### config.mk
export PLATFORM = sky130hd
export DESIGN_NAME = hdlc_rx_deframer
export DESIGN_NICKNAME = d
export VERILOG_FILES = /design/src/rtl/hdlc_rx_pkg.sv /design/src/rtl/hdlc_flag_window.sv /design/src/rtl/hdlc_zero_destuff.sv /design/src/rtl/hdlc_fcs16.sv /design/src/rtl/hdlc_rx_deframer.sv
export SDC_FILE = /design/constraint.sdc
export NUM_CORES = 1
export LEC_CHECK = 0
export BUFFER_PORTS_ARGS = -buffer_cell sky130_fd_sc_hd__buf_2
export CORE_MARGIN = 2
export CORE_UTILIZATION = 35
export DETAILED_ROUTE_END_ITERATION = 7
export HOLD_SLACK_MARGIN = 0.15
export PLACE_DENSITY_LB_ADDON = 0.2
export SLEW_MARGIN = 20
export SYNTH_ARGS = -nofsm -noshare
export SYNTH_HDL_FRONTEND = slang
export SYNTH_SLANG_ARGS = --single-unit
### constraint.sdc
create_clock -name clk -period 6.2 [get_ports clk]
set_clock_uncertainty 0.05 [all_clocks]
set_input_delay 0.62 -clock clk [delete_from_list [all_inputs] [get_ports clk]]
set_output_delay 0.62 -clock clk [all_outputs]
set_load 0.01 [all_outputs]
### src/rtl/hdlc_rx_pkg.sv
package hdlc_rx_pkg;
  localparam int FLAG_W = 8;
  localparam logic [FLAG_W-1:0] FLAG_PAT = 8'h7E;
  localparam int BYTE_W = 8;
  localparam int FCS_W = 16;
  localparam logic [FCS_W-1:0] FCS_POLY_R = 16'h8408;
  localparam logic [FCS_W-1:0] FCS_PRESET = 16'hFFFF;

  function automatic logic [FCS_W-1:0] fcs_step(input logic [FCS_W-1:0] c, input logic b);
    return (c >> 1) ^ (((c[0] ^ b) == 1'b1) ? FCS_POLY_R : '0);
  endfunction
endpackage

### src/rtl/hdlc_flag_window.sv
module hdlc_flag_window
  import hdlc_rx_pkg::*;
#(
  parameter int ABORT_RUN = 7
) (
  input  logic clk,
  input  logic rst,
  input  logic samp,
  input  logic bit_in,
  output logic flag_hit,
  output logic abort_hit,
  output logic out_valid,
  output logic out_bit
);
  localparam int CNT_W = $clog2(FLAG_W + 1);
  localparam int RUN_W = $clog2(ABORT_RUN + 1);

  logic [FLAG_W-1:0] win;
  logic [FLAG_W-1:0] win_nxt;
  logic [CNT_W-1:0]  fill;
  logic [RUN_W-1:0]  run;

  assign win_nxt   = {bit_in, win[FLAG_W-1:1]};
  assign flag_hit  = samp && (win_nxt == FLAG_PAT);
  assign abort_hit = samp && bit_in && (run == RUN_W'(ABORT_RUN - 1));
  assign out_valid = samp && (fill == CNT_W'(FLAG_W));
  assign out_bit   = win[0];

  always_ff @(posedge clk) begin
    if (rst) begin
      win  <= '0;
      fill <= '0;
      run  <= '0;
    end else if (samp) begin
      win <= win_nxt;
      if (!bit_in)                        run <= '0;
      else if (run != RUN_W'(ABORT_RUN))  run <= run + 1'b1;
      if (flag_hit || abort_hit)          fill <= '0;
      else if (fill != CNT_W'(FLAG_W))    fill <= fill + 1'b1;
    end
  end


  flag_restart_chk: assert property (@(posedge clk) disable iff (rst)
    flag_hit |=> (fill == '0));


  idle_hold_chk: assert property (@(posedge clk) disable iff (rst)
    !samp |=> $stable(win));
endmodule

### src/rtl/hdlc_zero_destuff.sv
module hdlc_zero_destuff #(
  parameter int STUFF_RUN = 5
) (
  input  logic clk,
  input  logic rst,
  input  logic in_valid,
  input  logic in_bit,
  input  logic clear,
  output logic data_valid,
  output logic data_bit
);
  localparam int ONES_W = $clog2(STUFF_RUN + 1);

  logic [ONES_W-1:0] ones;
  logic stuffed;

  assign stuffed    = in_valid && !in_bit && (ones == ONES_W'(STUFF_RUN));
  assign data_valid = in_valid && !stuffed;
  assign data_bit   = in_bit;

  always_ff @(posedge clk) begin
    if (rst || clear)                         ones <= '0;
    else if (in_valid) begin
      if (!in_bit)                            ones <= '0;
      else if (ones != ONES_W'(STUFF_RUN))    ones <= ones + 1'b1;
    end
  end


  stuff_reset_chk: assert property (@(posedge clk) disable iff (rst)
    (in_valid && !in_bit) |=> (ones == '0));
endmodule

### src/rtl/hdlc_fcs16.sv
module hdlc_fcs16
  import hdlc_rx_pkg::*;
(
  input  logic             clk,
  input  logic             rst,
  input  logic             clear,
  input  logic             en,
  input  logic             bit_in,
  output logic [FCS_W-1:0] crc_nxt
);
  logic [FCS_W-1:0] crc;

  assign crc_nxt = en ? fcs_step(crc, bit_in) : crc;

  always_ff @(posedge clk) begin
    if (rst || clear) crc <= FCS_PRESET;
    else              crc <= crc_nxt;
  end


  fcs_preset_chk: assert property (@(posedge clk) disable iff (rst)
    clear |=> (crc == FCS_PRESET));
endmodule

### src/rtl/hdlc_rx_deframer.sv
module hdlc_rx_deframer
  import hdlc_rx_pkg::*;
#(
  parameter int LEN_W     = 16,
  parameter int STUFF_RUN = 5,
  parameter int ABORT_RUN = 7
) (
  input  logic             clk,
  input  logic             rst,
  input  logic             rx_tick,
  input  logic             rx_en,
  input  logic             rx_data,
  input  logic [15:0]      check_const,
  output logic             byte_valid,
  output logic [7:0]       byte_data,
  output logic             byte_sof,
  output logic             end_valid,
  output logic             end_good,
  output logic [LEN_W-1:0] end_len
);
  localparam int BC_W    = $clog2(BYTE_W);
  localparam int MIN_LEN = FCS_W / BYTE_W;

  logic samp, flag_hit, abort_hit, out_valid, out_bit;
  logic data_valid, data_bit, restart;
  logic [FCS_W-1:0] crc_nxt;

  logic              in_frame, sof_pend;
  logic [BC_W-1:0]   bit_cnt;
  logic [BYTE_W-2:0] sh;
  logic [LEN_W-1:0]  byte_cnt;

  logic              dv, byte_done, len_inc, has_body, term, good_c;
  logic [BC_W-1:0]   bits_after;
  logic [LEN_W-1:0]  len_after;
  logic [BYTE_W-1:0] assembled;

  assign samp    = rx_tick && rx_en;
  assign restart = flag_hit || abort_hit;

  hdlc_flag_window #(.ABORT_RUN(ABORT_RUN)) win_i (
    .clk(clk), .rst(rst), .samp(samp), .bit_in(rx_data),
    .flag_hit(flag_hit), .abort_hit(abort_hit),
    .out_valid(out_valid), .out_bit(out_bit)
  );

  hdlc_zero_destuff #(.STUFF_RUN(STUFF_RUN)) dst_i (
    .clk(clk), .rst(rst), .in_valid(out_valid), .in_bit(out_bit),
    .clear(restart), .data_valid(data_valid), .data_bit(data_bit)
  );

  hdlc_fcs16 fcs_i (
    .clk(clk), .rst(rst), .clear(restart), .en(dv),
    .bit_in(data_bit), .crc_nxt(crc_nxt)
  );

  always_comb begin
    dv         = data_valid && in_frame;
    byte_done  = dv && (bit_cnt == BC_W'(BYTE_W - 1));
    assembled  = {data_bit, sh};
    bits_after = bit_cnt + BC_W'(dv);
    len_inc    = byte_done && (byte_cnt != '1);
    len_after  = byte_cnt + LEN_W'(len_inc);
    has_body   = (len_after != '0) || (bits_after != '0);
    term       = restart && in_frame && has_body;
    good_c     = flag_hit && (bits_after == '0) &&
                 (len_after >= LEN_W'(MIN_LEN)) && (crc_nxt == check_const);
  end

  always_ff @(posedge clk) begin
    if (rst) begin
      byte_valid <= 1'b0;
      byte_data  <= '0;
      byte_sof   <= 1'b0;
      end_valid  <= 1'b0;
      end_good   <= 1'b0;
      end_len    <= '0;
      in_frame   <= 1'b0;
      sof_pend   <= 1'b0;
      bit_cnt    <= '0;
      sh         <= '0;
      byte_cnt   <= '0;
    end else begin
      byte_valid <= byte_done;
      byte_sof   <= byte_done && sof_pend;
      if (byte_done) byte_data <= assembled;
      end_valid  <= term;
      end_good   <= term && good_c;
      if (term) end_len <= len_after;

      if (flag_hit) begin
        in_frame <= 1'b1;
        sof_pend <= 1'b1;
        bit_cnt  <= '0;
        byte_cnt <= '0;
      end else if (abort_hit) begin
        in_frame <= 1'b0;
        sof_pend <= 1'b0;
        bit_cnt  <= '0;
        byte_cnt <= '0;
      end else if (dv) begin
        sh      <= assembled[BYTE_W-1:1];
        bit_cnt <= bits_after;
        if (byte_done) begin
          byte_cnt <= len_after;
          sof_pend <= 1'b0;
        end
      end
    end
  end


  end_pulse_chk: assert property (@(posedge clk) disable iff (rst)
    end_valid |=> !end_valid);


  byte_pulse_chk: assert property (@(posedge clk) disable iff (rst)
    byte_valid |=> !byte_valid);


  min_len_chk: assert property (@(posedge clk) disable iff (rst)
    (end_valid && end_good) |-> (end_len >= LEN_W'(MIN_LEN)));


  abort_close_chk: assert property (@(posedge clk) disable iff (rst)
    abort_hit |=> !in_frame);
endmodule

# Yosys cells after proc, flatten, opt, wreduce, memory -nomap -nowiden
# Cells that the tools add are included.
# word_totals
rom_bits	0
ram_bits	0
n_memories	0
reg_bits	90
latchBits	0
# op_classes
addsub	5
n_bitwise	4
magnitude_cmp	1
n_div	0
n_eq_ne	12
n_mul	0
n_shift	0
muxes	14
n_reduce_logical	37
# ops
cell	count
$mux 16	2
$logic_and 1x1->1	18
$add 16x1->16	1
$eq 16x16->1	1
$ge 16x2->1 const B	1
$ne 16x16->1 const B	1
$reduce_bool 16->1	1
$xor 15x16->16	1
$mux 3	4
$reduce_and 2->1	5
$eq 3x3->1 const B	3
$reduce_bool 3->1	3
$eq 8x7->1 const B	1
$mux 4	2
$add 3x1->3 const B	2
$mux 1	6
$ne 3x3->1 const B	2
$add 4x1->4 const B	1
$eq 4x4->1 const B	1
$ne 2x1->1 const B	2
$ne 4x4->1 const B	1
$reduce_bool 2->1	2
$add 3x1->3	1
$logic_not 3->1	1
6 further kinds	10

# Depth between registers and ports, before layout
# Gate-level depths: netlist (run 1).
# logic_depth
depth_word	14
ltp_mapped	18

# Modules after synthesis
# Synthesis (run 1) repeated with hierarchy kept, for this count alone.
# unflattened
hier_cells	510
area_unflattened_um2	4649.5
# modules_own_cells
module	area_per_inst_um2	cells_each	seq_area_each_um2	instances
hdlc_rx_deframer	2986.6	348	1121.1	1
hdlc_flag_window	757.0	82	300.3	1
hdlc_fcs16	714.4	59	320.3	1
hdlc_zero_destuff	191.4	21	60.1	1

# Worst setup path after synthesis (run 1)
# No wires, ideal clock.
# synth_path
kind	input to register
start	input rx_tick
end	register end_len[10]
slack_ns	1.815
arrival_ns	4.213
cell_stages	16
setup_ns	0.121
required_time_ns	6.029
path_cell_list	and2_1 -> clkbuf_1 -> o2111ai_2 -> or2_2 -> clkbuf_1 -> clkbuf_1 -> a31oi_1 -> ha_1 -> ha_1 -> nand3_1 -> nor4_4 -> and3_1 -> o221ai_2 -> o31ai_4 -> buf_6 -> mux2_4
# synth_via
elab_chain_len	13
word_cells_on_any_way	20
classes_between	2 x add/sub; 18 x reduce/logical
# synth_lines
item	line	source
start, declared	hdlc_rx_deframer.sv:10	input logic rx_tick,
$logic_and 1x1->1 *	hdlc_rx_deframer.sv:38	assign samp = rx_tick && rx_en;
$logic_and 1x1->1	hdlc_flag_window.sv:26	assign out_valid = samp && (fill == CNT_W'(FLAG_W));
$logic_and 1x1->1 (2 in series)	hdlc_zero_destuff.sv:17	assign stuffed = in_valid && !in_bit && (ones == ONES_W'(STUFF_RUN));
$logic_not 1->1	hdlc_zero_destuff.sv:18	assign data_valid = in_valid && !stuffed;
$logic_and 1x1->1	hdlc_zero_destuff.sv:18	
$logic_and 1x1->1	hdlc_rx_deframer.sv:58	dv = data_valid && in_frame;
$logic_and 1x1->1	hdlc_rx_deframer.sv:59	byte_done = dv && (bit_cnt == BC_W'(BYTE_W - 1));
$logic_and 1x1->1	hdlc_rx_deframer.sv:62	len_inc = byte_done && (byte_cnt != '1);
$add 16x1->16	hdlc_rx_deframer.sv:63	len_after = byte_cnt + LEN_W'(len_inc);
$reduce_bool 16->1	hdlc_rx_deframer.sv:64	has_body = (len_after != '0) || (bits_after != '0);
$logic_or 1x1->1	hdlc_rx_deframer.sv:64	
$logic_and 1x1->1	hdlc_rx_deframer.sv:65	term = restart && in_frame && has_body;
end signal, assigned	hdlc_rx_deframer.sv:89	if (term) end_len <= len_after;
end, declared	hdlc_rx_deframer.sv:19	output logic [LEN_W-1:0] end_len
# Every way passes the cells marked *; elsewhere a longest branch is shown, timed or not.
# A chain may end at the register's enable or synchronous reset.

# Worst setup path in the final report (run 1)
# layout_path
start	register win_i.fill[0]
end	register end_len[7]
# layout_via
elab_chain_len	13
word_cells_on_any_way	15
classes_between	2 x add/sub; 1 x eq/ne; 12 x reduce/logical
# layout_lines
item	line	source
start, declared	hdlc_flag_window.sv:20	logic [CNT_W-1:0] fill;
start signal, assigned	hdlc_flag_window.sv:39	else if (fill != CNT_W'(FLAG_W)) fill <= fill + 1'b1;
$eq 4x4->1 *	hdlc_flag_window.sv:26	
$logic_and 1x1->1 *	hdlc_flag_window.sv:26	
$logic_and 1x1->1 (2 in series)	hdlc_zero_destuff.sv:17	
$logic_not 1->1	hdlc_zero_destuff.sv:18	
$logic_and 1x1->1 *	hdlc_zero_destuff.sv:18	
$logic_and 1x1->1 *	hdlc_rx_deframer.sv:58	
$logic_and 1x1->1	hdlc_rx_deframer.sv:59	
$logic_and 1x1->1	hdlc_rx_deframer.sv:62	
$add 16x1->16	hdlc_rx_deframer.sv:63	
$reduce_bool 16->1	hdlc_rx_deframer.sv:64	
$logic_or 1x1->1	hdlc_rx_deframer.sv:64	
$logic_and 1x1->1	hdlc_rx_deframer.sv:65	
# Marked as above.

==> key figures, run 1 <==
Place
  – Port buffer count: between 40 and 50
  – Placer Congestion: approximately 0.9
  – Placed Cells: between 700 and 800
  – Detail Placement HPWL: 7.24 mm
  – Post-DP Area: 4860 um^2

Logic synthesis
  – Mapped Avg Cell Area: between 8 and 9 um^2
  – Post-synth top flop: dfxtp_1
  – Yosys top cell area share: roughly two fifths
  – Ys Warns: 0
  – Cells after Synth: between 500 and 600
  – Netlist Area Pre-Place: about 4600 um^2
  – Register area share after synthesis: about 40%
  – Leading area contributor after synthesis: dfxtp_1
  – Async set-reset flop share out of synthesis: 0%
  – #FFs+latches synth: 90
  – Ranking of synthesized cells by area: dfxtp_1 40%, nand2_1 7.7%, nor2_1 5.1%
  – Yosys cell types: 56
  – Post-synth EDFFs: 0
  – Post-synthesis net count: between 500 and 600

Clocking
  – PostCTS Resize Cnt: 0
  – H-tree Lvls: 3
  – Num CTS Buffers: 9
  – CTS root buf: clkbuf_16
  – Hold-fix buffers, CTS: 0
  – Sink Count: 90
  – Latest clock arrival within the worst-skew pair: between 0.3 and 0.4 ns
  – Worst-path clk slew: approximately 0.060 ns
  – TritonCTS clock tree: built
  – CTS Buffer Depth: 2
  – Setup Buffers After CTS: 0

STA
  – Final hold vios: 0
  – Worst Tran Pin Value: ~1.1 ns
  – RSZ-0062 raised after global routing: no
  – WHS: just over 0.4 ns
  – Final period utilization: around four fifths
  – # setup viols final: 0
  – Setup TNS: 0 ns
  – Maximum clock rate: approximately 0.20 GHz
  – Slew margin rel.: 29.6%
  – Min Tclk post-route: just under 5 ns
  – Fin. max-slew vios: 0

Global route
  – Vias in the first global route: approximately 3.4k
  – Total gr overflow: 0
  – Gr usage total: 15.4%
  – Pin count of the biggest net entering global routing: between 50 and 60
  – First-pass GRT wire length: 17.3 mm
  – Initial antenna violation count: 0

Pwr
  – Cell leakage power: about 0.0021 uW
  – Worst VDD drop: 0.000107 V
  – Pwr dens: around 230 nW/um^2

Critical path
  – Crit Path Max Fanout: 23
  – Required @ worst endpoint: about 6.4 ns
  – Crit path launch type: register
  – WP data arrival: 5.13 ns
  – CP endpoint kind: register
  – CP Class: reg -> reg

Routing
  – Pre-antenna DRT Iters: 4
  – Vias: around 3.7k
  – Final ANT Viol Nets: 0
  – DRC Markers: 0
  – Post-Route WL: 10.3 mm
  – Routed vias/inst: 4.90
  – Detailed Route Iter0 Violations: 108
  – WL/cell: 13.9 um

Floorplan
  – Initial Utilization: between 30% and 40%
  – Die Height: about 120 um
  – Die area: 13900 um^2
  – # IOs: 49
  – Floorplan row count: 41
  – Core ar.: between 10000 and 15000 um^2
  – DIE WIDTH: 118 um

Final layout
  – Area growth syn-to-layout: 13.4%
  – Nets: 602
  – Commonest non-fill, non-tap cell in the layout: nand2_1
  – Layout cells sized above 1: 15.8%
  – Commonest non-fill, non-tap cells in the layout: 93 x nand2_1, 90 x dfxtp_1, 61 x nor2_1
  – Cell Count, Final, Fillers Out: 747
  – Final instance area: 5160 um^2
  – N_diodes: 0

Hold path
  – Worst hold path type: reg -> reg

Run status
  – Status: finished, final reports clean

Job
  – MaxCap Viol Count: 0
[final cells by class]
class | instances | area (um^2)
Tap cell | 172 | 215
Multi-Input combinational cell | 402 | 2530
Timing Repair Buffer | 51 | 263
Clock inverter | 3 | 47.5
Sequential cell | 90 | 1800
Fill cell | 1345 | 7510
Clock buffer | 13 | 250
Inverter | 16 | 60.1
[through the flow]
stage	util, %	power [uW]	setup WS (ns)
after global placement	38.4	633	1.11
after global routing	40.8	1220	0.849
after detailed placement	38.4	633	0.954
after floorplan	-	617	1.82
after CTS	40.7	1190	1.24
final	40.8	1170	1.25
[synthesized netlist by cell type, types with 2 or more instances]
cell	number
nor3_1	11
buf_2	5
or3_1	2
and2_1	3
xnor2_1	26
dfxtp_1	90
a22oi_1	4
inv_1	16
nand3_1	22
a21oi_1	29
a22o_1	2
and3_1	5
nand2_1	93
nand4_1	6
xor2_1	24
buf_6	2
clkbuf_1	18
o22ai_1	6
a2111oi_0	2
nor2_1	62
a211oi_1	2
ha_1	11
nor2b_1	12
buf_1	4
mux2i_1	18
nand3b_1	2
a31oi_1	2
mux2_2	7
o211ai_1	7
o21ai_0	5
or2_2	5
buf_4	5
nand2b_1	2
nor4_1	6
mux2_4	5
[sequential cells by signal (all words and copies together), names as in the netlist]
| name | cells |
|---|---|
| end_good | 1 |
| byte_sof | 1 |
| win_i.win | 8 |
| end_valid | 1 |
| sh | 7 |
| byte_valid | 1 |
| bit_cnt | 3 |
| win_i.run | 3 |
| sof_pend | 1 |
| in_frame | 1 |
| byte_data | 8 |
| end_len | 16 |
| fcs_i.crc | 16 |
| win_i.fill | 4 |
| byte_cnt | 16 |
| dst_i.ones | 3 |
[power by group]
group | leakage [uW] | total [uW] | internal (uW) | switching, uW
Clock | 0.000144 | 552 | 326 | 226
Sequential | 0.000726 | 581 | 579 | 1.57
Combinational | 0.00126 | 39.5 | 13.4 | 26.0
Total | 0.00213 | 1170 | 919 | 253
[path summary, 6_finish.rpt]
kind	slack (ns)	to	depth (start not counted)	start
max	1.25	end_len[7]	15	win_i.fill[0]
min	0.41	byte_data[3]	2	byte_data[3]
max reg2reg	1.25	end_len[7]	15	win_i.fill[0]
min reg2reg	0.41	byte_data[3]	2	byte_data[3]
[layer usage]
| metal | vias up | part of all wire [%] | GRT usage [%] |
|---|---|---|---|
| met3 | 8 | 4.1 | 4.26 |
| met5 | - | 0 | 0 |
| met4 | 0 | 1.0 | 5.35 |
| li1 | 1892 | - | - |
| met2 | 65 | 45 | 23.8 |
| met1 | 1694 | 50 | 20.6 |
[worst max-delay path, cell delays in order (launching register included)]
cell and delay (ns):
dfxtp_1 0.35, inv_1 0.07, ha_1 0.16, and3b_1 0.18, o2111ai_2 0.11, buf_4 0.24
or2_2 0.53, a31oi_1 0.23, ha_1 0.31, ha_1 0.31, nand3_1 0.25, nor4_4 0.38
and3_1 0.23, o221ai_2 0.13, o31ai_4 0.89, mux2_2 0.41
[cells by family after synthesis]
logic type                 Yosys count  synth area share (%)
xor gates and xnor gates            50                  9.62
AOI/OAI and AO/OA                   68                  9.98
muxes                               30                  7.34
and+or+nand+nor                    243                  25.5
adders and majority gates           11                  3.02
DFF                                 90                  39.6
buffers and inverters               50                  5.00
No activity file was read; power rests on OpenSTA's default activity.
==> run 2, diff against run 1 <==
Clock period 6.2 ns to 4.3 ns, I/O delays scaled along.
==> key figures, run 2 (synthesized netlist as in run 1, its figures left out) <==
Clocking
  – Worst-path clk slew: approximately 0.070 ns
  – Latest clock arrival within the worst-skew pair: 0.35 ns
  – TritonCTS clock tree: built
  – CTS root buf: clkbuf_16
  – Setup Buffers After CTS: 0
  – H-tree Lvls: 3
  – CTS Buffer Depth: 2
  – Hold-fix buffers, CTS: 0
  – Num CTS Buffers: 9
  – Sink Count: 90

Final layout
  – Utilization after layout: between 40% and 50%
  – Commonest non-fill, non-tap cells in the layout: 93 x nand2_1, 90 x dfxtp_1, 60 x nor2_1
  – Commonest non-fill, non-tap cell in the layout: nand2_1
  – # fillers: 1299
  – Area growth syn-to-layout: 14.7%
  – Largest regs: byte_cnt x16, end_len x16, fcs_i.crc x16
  – Nets: roughly 600
  – Layout cells sized above 1: between 10% and 20%
  – N_diodes: 0
  – Final instance area: between 5000 and 6000 um^2

Pwr
  – Total Power: 1700 uW
  – Switching power: 362 uW
  – Share of power burned in registers: between 40% and 50%
  – Int Pwr: 1340 uW
  – Part of the power in the clock network: a little under half
  – Cell leakage power: approximately 0.0022 uW
  – Sw Ratio: 21.3%
  – Pwr dens: approximately 330 nW/um^2
  – Worst VDD drop: 0.000190 V
  – Comb power frac: under 10%

Critical path
  – Required @ worst endpoint: around 4.5 ns
  – Buf/Inv on CP: 2
  – Reg-to-reg slack, setup: ~0.33 ns
  – Largest stage delay, worst path: ~0.37 ns
  – Crit path launch type: register
  – Family with the most delay on the worst path: simple AND/OR/NAND/NOR gates
  – Critical path's most frequent cell: ha_1
  – Crit-path slowest cell: mux2_2
  – CP endpoint kind: register
  – Crit Path Max Fanout: 17
  – WP data arrival: between 4 and 5 ns
  – CP Cell Sequence: inv_1 > ha_1 > and3b_1 > o2111ai_2 > or2_2 > a31oi_1 > ha_1 > ha_1 > nand3_2 > nor4_4 > and3_1 > o221ai_2 > o31ai_4 > buf_4 > mux2_2
  – CP Class: reg -> reg

Global route
  – Total gr overflow: 0
  – First-pass GRT wire length: 17.1 mm
  – Vias in the first global route: approximately 3.5k
  – Pin count of the biggest net entering global routing: 58
  – Gr usage total: between 15 and 20%
  – Initial antenna violation count: 0

Floorplan
  – # IOs: 49
  – Initial Utilization: between 30% and 40%
  – Die Height: roughly 120 um
  – Die area: roughly 14000 um^2
  – Floorplan row count: ~40
  – Core ar.: 12700 um^2
  – DIE WIDTH: roughly 120 um

Routing
  – WL/cell: 13.6 um
  – Vias: 3671
  – Post-Route WL: 10.2 mm
  – Final ANT Viol Nets: 0
  – DRC Markers: 0
  – Detailed Route Iter0 Violations: between 100 and 150
  – Pre-antenna DRT Iters: 4
  – Routed vias/inst: a little under 5

Place
  – Setup WS pre-CTS: about 0.25 ns
  – Port buffer count: 48
  – Detail Placement HPWL: 7.28 mm
  – Placer Congestion: 0.869
  – Post-DP Area: 4900 um^2

STA
  – Slew margin rel.: approximately 34%
  – Setup TNS: 0 ns
  – # setup viols final: 0
  – Final period utilization: between 90% and 100%
  – Min Tclk post-route: a little under 4 ns
  – Worst Tran Pin Value: a little under 1 ns
  – Maximum clock rate: around 0.25 GHz
  – Final hold vios: 0
  – Fin. max-slew vios: 0
  – RSZ-0062 raised after global routing: no
  – Final WS setup: between 0.3 and 0.4 ns

Job
  – MaxCap Viol Count: 0

Hold path
  – Worst hold path type: in -> reg

Run status
  – Status: finished, final reports clean
run 2: cell type report:
type,count,area (um^2),share of cell area [%]
inverter,16,60.1,1.15
multi-input combinational,402,2540,48.6
clock inverter,3,46.3,0.886
clock buffer,13,260,4.98
timing repair buffer,56,300,5.75
tap,172,215,4.12
sequential,90,1800,34.5
run 2: through the flow:
| stage | std cells | hold WS, ns |
|---|---|---|
| 2_1_floorplan | 542 | 0.381 |
| 3_3_place_gp | 736 | 0.394 |
| 3_5_place_dp | 736 | 0.398 |
| 4_1_cts | 752 | 0.318 |
| 5_1_grt | 752 | 0.351 |
| 6_report | 752 | 0.330 |
run 2: worst paths after layout:
| kind | startpoint | endpoint | cells after the start |
|---|---|---|---|
| max | win_i.fill[0] | end_len[8] | 15 |
| min | rx_data | win_i.win[7] | 3 |
| max reg2reg | win_i.fill[0] | end_len[8] | 15 |
| min reg2reg | byte_data[7] | byte_data[7] | 2 |
run 2: power groups by stage:
stage               combinational, uW  clock [uW]  sequential [uW]
global route                     63.6         867              838
detailed placement               57.1           0              856
floorplan                        34.2           0              856
CTS                              57.4         838              837
finish                           56.9         807              838
global placement                 56.1           0              856
run 2: worst register-to-register path, stage by stage (launching register included):
cell       delay (ns)
dfxtp_1          0.35
inv_1            0.07
ha_1             0.15
and3b_1          0.17
o2111ai_2        0.13
or2_2            0.32
a31oi_1          0.16
ha_1             0.31
ha_1             0.33
nand3_2          0.19
nor4_4           0.35
and3_1           0.23
o221ai_2         0.13
o31ai_4          0.26
buf_4            0.29
mux2_2           0.37
run 2: metal layers:
| layer | up-vias | global-route usage, % | wire [um] |
|---|---|---|---|
| met3 | 12 | 3.88 | 378 |
| met2 | 65 | 24.2 | 4710 |
| met5 | - | 0 | 0 |
| li1 | 1897 | - | - |
| met4 | 0 | 5.95 | 168 |
| met1 | 1697 | 19.7 | 4980 |
run 2: what timing repair did:
item / in CTS / in global routing
endpoints found under the hold margin: 0 / 0
resized for setup: 0 / 2
setup endpoints to repair: 0 / 12
